$ cat src/rtl/qlm_pkg.sv
package qlm_pkg;

   typedef enum logic [1:0] {
      QS_IDLE = 2'd0,
      QS_BUSY = 2'd1,
      QS_DONE = 2'd2
   } qlm_state_t;

   function automatic logic is_pow2(input int unsigned v);
      return (v != 0) && ((v & (v - 1)) == 0);
   endfunction

endpackage

$ cat src/rtl/qlm_lane_split.sv
module qlm_lane_split #(
   parameter int LANES   = 4,
   parameter int ADDR_W  = 32,
   parameter int OFF_W   = 6,
   parameter int ALIGN_W = 2,
   localparam int TAG_W  = ADDR_W - OFF_W,
   localparam int WIDX_W = (OFF_W - ALIGN_W) > 0 ? (OFF_W - ALIGN_W) : 1
) (
   input  logic [LANES*ADDR_W-1:0] addr,
   output logic [LANES*TAG_W-1:0]  tag,
   output logic [LANES*WIDX_W-1:0] widx,
   output logic [LANES-1:0]        aligned
);

   for (genvar i = 0; i < LANES; i++) begin : g_lane
      logic [ADDR_W-1:0] a;
      assign a = addr[i*ADDR_W +: ADDR_W];
      assign tag[i*TAG_W +: TAG_W] = a[ADDR_W-1:OFF_W];
      assign widx[i*WIDX_W +: WIDX_W] = a[ALIGN_W +: WIDX_W];
      if (ALIGN_W == 0) begin : g_byte
         assign aligned[i] = 1'b1;
      end else begin : g_word
         assign aligned[i] = (a[ALIGN_W-1:0] == '0);
      end
   end

endmodule

$ cat src/rtl/qlm_lead_pick.sv
module qlm_lead_pick #(
   parameter int LANES = 4,
   parameter int TAG_W = 26
) (
   input  logic [LANES-1:0]       pend,
   input  logic [LANES*TAG_W-1:0] tags,
   output logic                   any,
   output logic [TAG_W-1:0]       lead_tag,
   output logic [LANES-1:0]       match
);

   always_comb begin
      lead_tag = '0;
      for (int i = LANES - 1; i >= 0; i--) begin
         if (pend[i]) lead_tag = tags[i*TAG_W +: TAG_W];
      end
   end

   assign any = |pend;

   for (genvar i = 0; i < LANES; i++) begin : g_cmp
      assign match[i] = pend[i] && (tags[i*TAG_W +: TAG_W] == lead_tag);
   end

endmodule

$ cat src/rtl/qlm_word_steer.sv
module qlm_word_steer #(
   parameter int LANES  = 4,
   parameter int WORD_W = 32,
   parameter int WORDS  = 16,
   parameter int WIDX_W = 4,
   localparam int LINE_W = WORD_W * WORDS
) (
   input  logic [LINE_W-1:0]       line,
   input  logic [LANES*WIDX_W-1:0] widx,
   output logic [LANES*WORD_W-1:0] word
);

   for (genvar i = 0; i < LANES; i++) begin : g_lane
      logic [WIDX_W-1:0] k;
      assign k = widx[i*WIDX_W +: WIDX_W];
      assign word[i*WORD_W +: WORD_W] = line[k*WORD_W +: WORD_W];
   end

endmodule

$ cat src/rtl/quad_line_merger.sv
module quad_line_merger
   import qlm_pkg::*;
#(
   parameter int LANES      = 4,
   parameter int ADDR_W     = 32,
   parameter int LINE_BYTES = 64,
   parameter int WORD_BYTES = 4,
   localparam int OFF_W   = $clog2(LINE_BYTES),
   localparam int ALIGN_W = $clog2(WORD_BYTES),
   localparam int WORD_W  = 8 * WORD_BYTES,
   localparam int WORDS   = LINE_BYTES / WORD_BYTES,
   localparam int WIDX_W  = (OFF_W - ALIGN_W) > 0 ? (OFF_W - ALIGN_W) : 1,
   localparam int TAG_W   = ADDR_W - OFF_W,
   localparam int LINE_W  = 8 * LINE_BYTES
) (
   input  logic                    clk,
   input  logic                    rst_n,
   input  logic                    req_valid,
   output logic                    req_ready,
   input  logic [LANES*ADDR_W-1:0] req_addr,
   input  logic [LANES-1:0]        req_active,
   output logic                    mem_req_valid,
   input  logic                    mem_req_ready,
   output logic [TAG_W-1:0]        mem_req_line,
   input  logic                    mem_rsp_valid,
   input  logic [LINE_W-1:0]       mem_rsp_data,
   output logic                    done,
   output logic [LANES*WORD_W-1:0] res_data,
   output logic [LANES-1:0]        res_mask,
   output logic [LANES-1:0]        res_misalign
);

   if (!is_pow2(LINE_BYTES)) begin : g_chk_line
      $error("LINE_BYTES must be a power of two");
   end
   if (!is_pow2(WORD_BYTES) || WORD_BYTES >= LINE_BYTES) begin : g_chk_word
      $error("WORD_BYTES must be a power of two below LINE_BYTES");
   end
   if (LANES < 1 || ADDR_W <= OFF_W) begin : g_chk_dims
      $error("LANES and ADDR_W out of range");
   end

   qlm_state_t st;
   logic [LANES*TAG_W-1:0]  tag_in, tags_q;
   logic [LANES*WIDX_W-1:0] widx_in, widx_q;
   logic [LANES-1:0]        aligned_in;
   logic [LANES-1:0]        pend_q, infl_mask_q, mask_q, mis_q;
   logic                    infl_v_q;
   logic [LANES*WORD_W-1:0] data_q, steer_word, steer_bits;
   logic                    any_pend;
   logic [TAG_W-1:0]        lead_tag;
   logic [LANES-1:0]        match;
   logic                    issue, take_rsp, finish;

   qlm_lane_split #(
      .LANES(LANES), .ADDR_W(ADDR_W), .OFF_W(OFF_W), .ALIGN_W(ALIGN_W)
   ) u_split (
      .addr(req_addr), .tag(tag_in), .widx(widx_in), .aligned(aligned_in)
   );

   qlm_lead_pick #(
      .LANES(LANES), .TAG_W(TAG_W)
   ) u_pick (
      .pend(pend_q), .tags(tags_q), .any(any_pend), .lead_tag(lead_tag), .match(match)
   );

   qlm_word_steer #(
      .LANES(LANES), .WORD_W(WORD_W), .WORDS(WORDS), .WIDX_W(WIDX_W)
   ) u_steer (
      .line(mem_rsp_data), .widx(widx_q), .word(steer_word)
   );

   for (genvar i = 0; i < LANES; i++) begin : g_expand
      assign steer_bits[i*WORD_W +: WORD_W] = {WORD_W{infl_mask_q[i]}};
   end

   assign take_rsp      = infl_v_q && mem_rsp_valid;
   assign mem_req_valid = (st == QS_BUSY) && any_pend && (!infl_v_q || mem_rsp_valid);
   assign mem_req_line  = lead_tag;
   assign issue         = mem_req_valid && mem_req_ready;
   assign finish        = (st == QS_BUSY) && !any_pend && (!infl_v_q || mem_rsp_valid);

   assign req_ready    = (st == QS_IDLE);
   assign done         = (st == QS_DONE);
   assign res_data     = data_q;
   assign res_mask     = mask_q;
   assign res_misalign = mis_q;

   always_ff @(posedge clk or negedge rst_n) begin
      if (!rst_n) begin
         st          <= QS_IDLE;
         tags_q      <= '0;
         widx_q      <= '0;
         pend_q      <= '0;
         infl_v_q    <= 1'b0;
         infl_mask_q <= '0;
         mask_q      <= '0;
         mis_q       <= '0;
         data_q      <= '0;
      end else begin
         case (st)
            QS_IDLE: begin
               if (req_valid) begin
                  st       <= QS_BUSY;
                  tags_q   <= tag_in;
                  widx_q   <= widx_in;
                  pend_q   <= req_active & aligned_in;
                  mis_q    <= req_active & ~aligned_in;
                  mask_q   <= '0;
                  data_q   <= '0;
                  infl_v_q <= 1'b0;
               end
            end
            QS_BUSY: begin
               if (issue) begin
                  pend_q      <= pend_q & ~match;
                  infl_mask_q <= match;
               end
               infl_v_q <= issue || (infl_v_q && !mem_rsp_valid);
               if (take_rsp) begin
                  mask_q <= mask_q | infl_mask_q;
                  data_q <= (data_q & ~steer_bits) | (steer_word & steer_bits);
               end
               if (finish) st <= QS_DONE;
            end
            QS_DONE: st <= QS_IDLE;
            default: st <= QS_IDLE;
         endcase
      end
   end

   AST_DONE_SINGLE: assert property (@(posedge clk) disable iff (!rst_n)
      done |=> !done);
   AST_ONE_IN_FLIGHT: assert property (@(posedge clk) disable iff (!rst_n)
      (req_valid && req_ready) |=> !req_ready);
   AST_REQ_HELD: assert property (@(posedge clk) disable iff (!rst_n)
      (mem_req_valid && !mem_req_ready) |=> (mem_req_valid && $stable(mem_req_line)));
   AST_IDLE_NO_FETCH: assert property (@(posedge clk) disable iff (!rst_n)
      req_ready |-> !mem_req_valid);
   AST_RSP_EXPECTED: assert property (@(posedge clk) disable iff (!rst_n)
      mem_rsp_valid |-> infl_v_q);
   AST_MASKS_DISJOINT: assert property (@(posedge clk) disable iff (!rst_n)
      done |-> ((res_mask & res_misalign) == '0));
   AST_FETCH_SERVES: assert property (@(posedge clk) disable iff (!rst_n)
      issue |=> (infl_mask_q != '0));

endmodule

$ cat config.mk
export PLATFORM = sky130hd
export DESIGN_NAME = quad_line_merger
export DESIGN_NICKNAME = d
export VERILOG_FILES = /design/src/rtl/qlm_pkg.sv /design/src/rtl/qlm_lane_split.sv /design/src/rtl/qlm_lead_pick.sv /design/src/rtl/qlm_word_steer.sv /design/src/rtl/quad_line_merger.sv
export SDC_FILE = /design/constraint.sdc
export NUM_CORES = 1
export LEC_CHECK = 0
export BUFFER_PORTS_ARGS = -buffer_cell sky130_fd_sc_hd__buf_4
export CAP_MARGIN = 30
export CORE_MARGIN = 8
export CORE_UTILIZATION = 30
export CTS_BUF_LIST = sky130_fd_sc_hd__clkbuf_8 sky130_fd_sc_hd__clkbuf_16
export CTS_CLUSTER_SIZE = 40
export DETAILED_ROUTE_END_ITERATION = 16
export SLEW_MARGIN = 20
export SYNTH_ARGS = -nofsm -noshare
export SYNTH_HDL_FRONTEND = slang
export SYNTH_SLANG_ARGS = --single-unit
$ cat constraint.sdc
create_clock -name clk -period 4.7 [get_ports clk]
set_clock_uncertainty 0.15 [all_clocks]
set_input_delay 0.47 -clock clk [delete_from_list [all_inputs] [get_ports clk]]
set_output_delay 0.47 -clock clk [all_outputs]
set_load 0.01 [all_outputs]
### Yosys cells after proc, flatten, opt, wreduce, memory -nomap -nowiden

Cells that the tools add are included.

| word-level totals | value |
|---|---|
| register bits after elaboration | 267 |
| word-level logic and storage cells | 80 |
| memory bits (writable) | 0 |
| memories | 0 |
| bits of input ports | 649 |
| memory bits (read-only) | 0 |
| bits in latches | 0 |
| output and inout port bits | 165 |

| operators by class | value |
|---|---|
| magnitude comparators | 0 |
| divide/modulo/power cells | 0 |
| $mul | 0 |
| shift operators | 4 |
| muxes and demuxes | 18 |
| equality and inequality tests | 10 |
| bitwise gates (word level) | 10 |
| reduce and logical (&&, ||, !) cells | 29 |
| add/sub/neg operators | 0 |

Operators by type and width:

| kind | count |
|---|---|
| indexed part select 512 x 10 -> 32 bit | 4 |
| bitwise AND 128 bit | 2 |
| two-way mux 128 bit | 2 |
| case mux 128 bit (2 select lines) | 1 |
| inverter 128 bit | 1 |
| bitwise OR 128 bit | 1 |
| == test 26 bit | 4 |
| two-way mux 26 bit | 4 |
| two-way mux 4 bit | 4 |
| case mux 4 bit (2 select lines) | 2 |
| bitwise AND 4 bit | 3 |
| logical AND 1 bit | 11 |
| logical NOT 2 bit | 5 |
| inequality test 2 bit, second input constant | 4 |
| inverter 4 bit | 2 |
| AND reduction 2 bit | 4 |
| AND reduction 3 bit | 2 |
| two-way mux 2 bit | 2 |
| bitwise OR 4 bit | 1 |
| case mux 2 bit (2 select lines) | 1 |
| OR reduction 4 bit | 1 |
| logical NOT 1 bit | 3 |
| == test 2 x 1 -> 1 bit, second input constant | 1 |
| == test 2 bit, second input constant | 1 |
| other kinds (4) | 5 |

### Longest topological paths before layout

| depth | value |
|---|---|
| depth after elaboration | 10 |
| gate-level depth with buffers | 9 |
| gate-level depth less buffers | 7 |

### By module

A second synthesis with hierarchy kept.

| second synthesis, totals | value |
|---|---|
| cells, all modules | 2650 |
| area, all modules | 29231.8 sq um |

By module, submodules not included:

| module | instances | cells an instance | area each (sq um) |
|---|---|---|---|
| qlm_word_steer | 1 | 1084 | 14841.7 |
| quad_line_merger | 1 | 1142 | 11385.9 |
| qlm_lead_pick | 1 | 300 | 2088.3 |
| qlm_lane_split | 1 | 124 | 915.9 |

### Worst setup path after synthesis

OpenSTA, ideal clock, no wires.

| timing | value |
|---|---|
| path kind | flip-flop to flip-flop |
| from | register widx_q[12] |
| to | register data_q[104], in the netlist res_data[104] |
| stages on the path, launching flop included | 5 |
| data required time | 4.428 ns |
| arrival time | 2.120 ns |
| period minus slack after synthesis | 2.392 ns |
| path buffers | 1 |
| setup slack | 2.308 ns |
| setup time | 0.122 ns |
| cell sequence | dfrtp_1 buf_1 mux4_2 mux4_2 a32o_1 |

| between the ends | value |
|---|---|
| longest elaborated chain between the ends | 5 |

Ends and longest elaborated chain:

| item | RTL line | source |
|---|---|---|
| start, declared | quad_line_merger.sv:45 | `logic [LANES*WIDX_W-1:0] widx_in, widx_q;` |
| start signal, assigned | quad_line_merger.sv:106 | `widx_q <= widx_in;` |
| indexed part select 512 x 10 -> 32 bit | qlm_word_steer.sv:16 | `assign word[i*WORD_W +: WORD_W] = line[k*WORD_W +: WORD_W];` |
| bitwise AND 128 bit | quad_line_merger.sv:122 | `data_q <= (data_q & ~steer_bits) \| (steer_word & steer_bits);` |
| bitwise OR 128 bit | quad_line_merger.sv:122 |  |
| two-way mux 128 bit | quad_line_merger.sv:120 | `if (take_rsp) begin` |
| case mux 128 bit (2 select lines) | quad_line_merger.sv:101 | `case (st)` |
| end signal, assigned | quad_line_merger.sv:122 |  |
| end, declared | quad_line_merger.sv:49 | `logic [LANES*WORD_W-1:0] data_q, steer_word, steer_bits;` |

No other way between the ends. The select of a mux whose other input is x is not followed.
A chain may end at the register's enable or synchronous reset.

### Worst setup path after layout

| timing | value |
|---|---|
| from | register pend_q[1] |
| to | output port mem_req_line[11] |

| between the ends | value |
|---|---|
| longest elaborated chain between the ends | 2 |

Ends and longest elaborated chain:

| item | RTL line | source |
|---|---|---|
| start, declared | quad_line_merger.sv:47 | `logic [LANES-1:0] pend_q, infl_mask_q, mask_q, mis_q;` |
| start signal, assigned | quad_line_merger.sv:107 | `pend_q <= req_active & aligned_in;` |
| start signal, assigned | quad_line_merger.sv:116 | `pend_q <= pend_q & ~match;` |
| two-way mux 26 bit (2 in a row) | qlm_lead_pick.sv:15 | `if (pend[i]) lead_tag = tags[i*TAG_W +: TAG_W];` |
| end, declared | quad_line_merger.sv:24 | `output logic [TAG_W-1:0] mem_req_line,` |

No other way between the ends.

==> metrics.log <==
[metrics] Routability Congestion: roughly 0.95
[metrics] hold wc startpoint: req_addr[29]
[metrics] area of the die: ~100000 um^2
[metrics] Starting Density: 0.303
[metrics] Leakage Power: ~15 nW
[metrics] Worst Reg2Reg Path Length in Cells: 8
[metrics] number of buffers on the longest clock path: 3
[metrics] placed wire-length estimate: ~110 mm
[metrics] number of enable flip-flop cells after synthesis: 0
[metrics] number of global-route vias before repair: roughly 27000
[metrics] DR WL/cell: around 38 um
[metrics] path type of the worst setup path: flip-flop to primary output
[metrics] clock-pin slew reported for the worst setup and hold paths after clock tree synthesis: 60 ps
[metrics] dominant cell type by area after synthesis: mux4_2
[metrics] flop-to-flop setup slack: between 1000 and 1500 ps
[metrics] global-route wire length before repair: roughly 210 mm
[metrics] Synth Cell Area: around 27000 um^2
[metrics] most common cell after layout, fill and taps aside: buf_4
[metrics] origin of the critical flop-to-flop path: pend_q[1]
[metrics] final-report max-slew violation count: 0
[metrics] classification of the worst-slack hold path: input port to flip-flop
[metrics] GRT Resource Usage Total: 0.290
[metrics] worst path required time: between 4000 and 5000 ps
[metrics] ratio of cells with drive above 1 in the final layout: 0.605
[metrics] number of synthesized register bits: ~270
[metrics] Root Buffer: clkbuf_16
[metrics] endpoint kind of the worst setup timing path: primary output
[metrics] Iteration-0 DRC Markers: approximately 2700
[metrics] clock tree from TritonCTS: done
[metrics] total overflow reported by the global router: 0
[metrics] mean number of vias per cell: approximately 6.4
[metrics] average cell area after synthesis: around 14 um^2
[metrics] quantity of I/O buffers inserted on ports: between 800 and 900
[metrics] status: finished clean
[metrics] top fanout value on the critical path: 16
[metrics] largest cells by area after synthesis: mux4_2, dfrtp_1, nand2_1
[metrics] Post-Route Hold Slack: approximately 20 ps
[metrics] commonest cells after routing, fill and taps aside: buf_4, mux4_2, nand2_1, dfrtp_1, a32o_1
[metrics] pin count of the biggest net entering global routing: between 100 and 150
[metrics] total setup buffers inserted after CTS: 0
[metrics] number of synthesis warnings: 0
[metrics] part of the Yosys area used for sequential elements: 0.250
[metrics] Arrival @ worst endpoint: between 2000 and 3000 ps
[metrics] count of unresolved DRC violations after routing: 0
[metrics] count of H-tree levels built during CTS: 2
[metrics] number of stages on the worst hold path: 3
[metrics] number of setup violations in the final report: 0
[metrics] net count after synthesis: ~2500
[metrics] net total in the final layout: 3322
[metrics] power density of the placed cells: just under 600 nW/um^2
[metrics] slew at the pin with the worst max-slew slack: approximately 1000 ps
[metrics] max frequency: 288 MHz
[metrics] number of rows in the core area: ~110
[metrics] sink count of the clock tree: ~270
[metrics] area share of the largest cell type after synthesis: 0.539
[metrics] worst-skew pair later-pin latency: 560 ps
[metrics] count of distinct cell types in the synthesized netlist: 36
[metrics] Worst Hold Endpoint: tags_q[23]
[metrics] main flop type after synthesis: dfrtp_1
[metrics] maximum ir drop on the vdd rail: 0.000381 V
[metrics] detailed-route wire length: around 150 mm
[metrics] area added between synthesis and finish: 36.2%
[metrics] worst rel slew slack: 0.318
[metrics] number of detailed-routing iterations run before antenna repair: 5
[metrics] crit start category: flip-flop
[metrics] height of the die: 315 um
[metrics] residual antenna-violating net count after detailed routing: 0
[metrics] shortest clock period the worst path allows after layout: approximately 3500 ps
[metrics] area of the core: just under 90000 um^2
[metrics] Async S/R FF share, synth: 1.00
[metrics] final critical-path share of the clock period: 0.739
[metrics] Die Wd: approximately 310 um
[metrics] Reg2Reg Capture Point: infl_mask_q[2]
[metrics] DR vias: 24965
[metrics] Fill cells: between 8000 and 9000
[metrics] Setup TNS: 0 ps
[metrics] I/O pin count: roughly 810
[metrics] number of maximum-capacitance violations: 0
[metrics] total clock buffers created by CTS: 37
[metrics] endpoints failing hold: 0
[metrics] Post-CTS Resized: 0
[metrics] initial antenna violation count: 46
[metrics] cell count after synthesis: 1883
[metrics] setup repair after global routing missed its margin: false
state kept, by name (all words and copies together) (netlist names):
register / count
res_data: 128
tags_q: 104
widx_q: 16
infl_mask_q: 4
pend_q: 4
res_mask: 4
res_misalign: 4
st: 2
infl_v_q: 1
synthesized netlist by cell type, types with 4 or more instances:
library cell and count:
nand2_1 367, a221oi_1 6, o21ai_0 11, nor2_2 6
xnor2_1 78, mux4_2 640, o21ai_1 4, buf_4 44
buf_2 15, nor2_1 28, buf_1 36, nand3_1 7
o22ai_1 26, dfrtp_1 267, clkbuf_1 127, nand4_1 16
a32o_1 128, buf_6 9, nor2b_1 5, a21oi_1 10
a31oi_1 6, a221oi_2 19, and2_1 4
worst max-delay path, cell delays in order (launching register included):
cell and delay, ps:
dfrtp_1 400, or2_1 580, buf_4 380, a221oi_1 90, nor2_1 580, buf_4 250
cells by family after synthesis:
| logic type | count (synthesis) | synth area share |
|---|---|---|
| compound gates | 215 | 0.0744 |
| simple gates | 450 | 0.0689 |
| mux | 640 | 0.539 |
| xor+xnor | 78 | 0.0256 |
| buf+inv | 233 | 0.0421 |
| flops | 267 | 0.250 |
routing by layer:
layer	GRT usage	part of all wire
met1	0.345	0.35
met2	0.465	0.47
met3	0.104	0.12
met4	0.138	0.059
met5	0	0.0015
power breakdown:
group	switching (mW)	leakage, nW	total, mW	internal [mW]
logic	6.51	10.5	14.1	7.54
registers	1.74	3.50	4.65	2.91
clock network	1.18	0.623	2.90	1.71
total	9.44	14.6	21.6	12.2
timing repair:
item / CTS / global route
hold buffers: 109 / 0
endpoints found under the setup margin: 0 / 0
endpoints found under the hold margin: 227 / 0
area by class of cell:
class / count / area, um^2 / area share
inverters: 2 / 7.51 / 0.000206
well taps: 1165 / 1460 / 0.0400
multi-input cells: 1383 / 19000 / 0.522
clock inverters: 20 / 168 / 0.00460
clock buffers: 47 / 1060 / 0.0292
flip-flops and latches: 267 / 6740 / 0.185
repair buffers: 982 / 7930 / 0.218
diodes: 27 / 67.6 / 0.00186
stage by stage:
| stage | power [mW] | util | cell area [um^2] | setup slack (ps) | std cells |
|---|---|---|---|---|---|
| floorplan | 13.9 | - | 26700 | 2310 | 1883 |
| global placement | 18.3 | 0.383 | 33900 | 1470 | 3684 |
| detailed placement | 18.6 | 0.385 | 34000 | 1460 | 3689 |
| CTS | 21.7 | 0.411 | 36300 | 1220 | 3865 |
| global route | 22.6 | 0.412 | 36400 | 1070 | 3881 |
| finish | 21.6 | 0.412 | 36400 | 1220 | 3893 |
worst max path at each step:
stage | cells past startpoint | start | slack [ps] | endpoint
global route | 6 | pend_q[3] | 1070 | mem_req_line[4]
CTS | 5 | pend_q[1] | 1220 | mem_req_line[11]
finish | 5 | pend_q[1] | 1220 | mem_req_line[11]
global placement | 8 | pend_q[3] | 1470 | pend_q[3]
detailed placement | 8 | pend_q[1] | 1460 | infl_mask_q[2]
floorplan | 4 | widx_q[12] | 2310 | res_data[104]
Note: power is estimated with default switching activity, not from simulation.
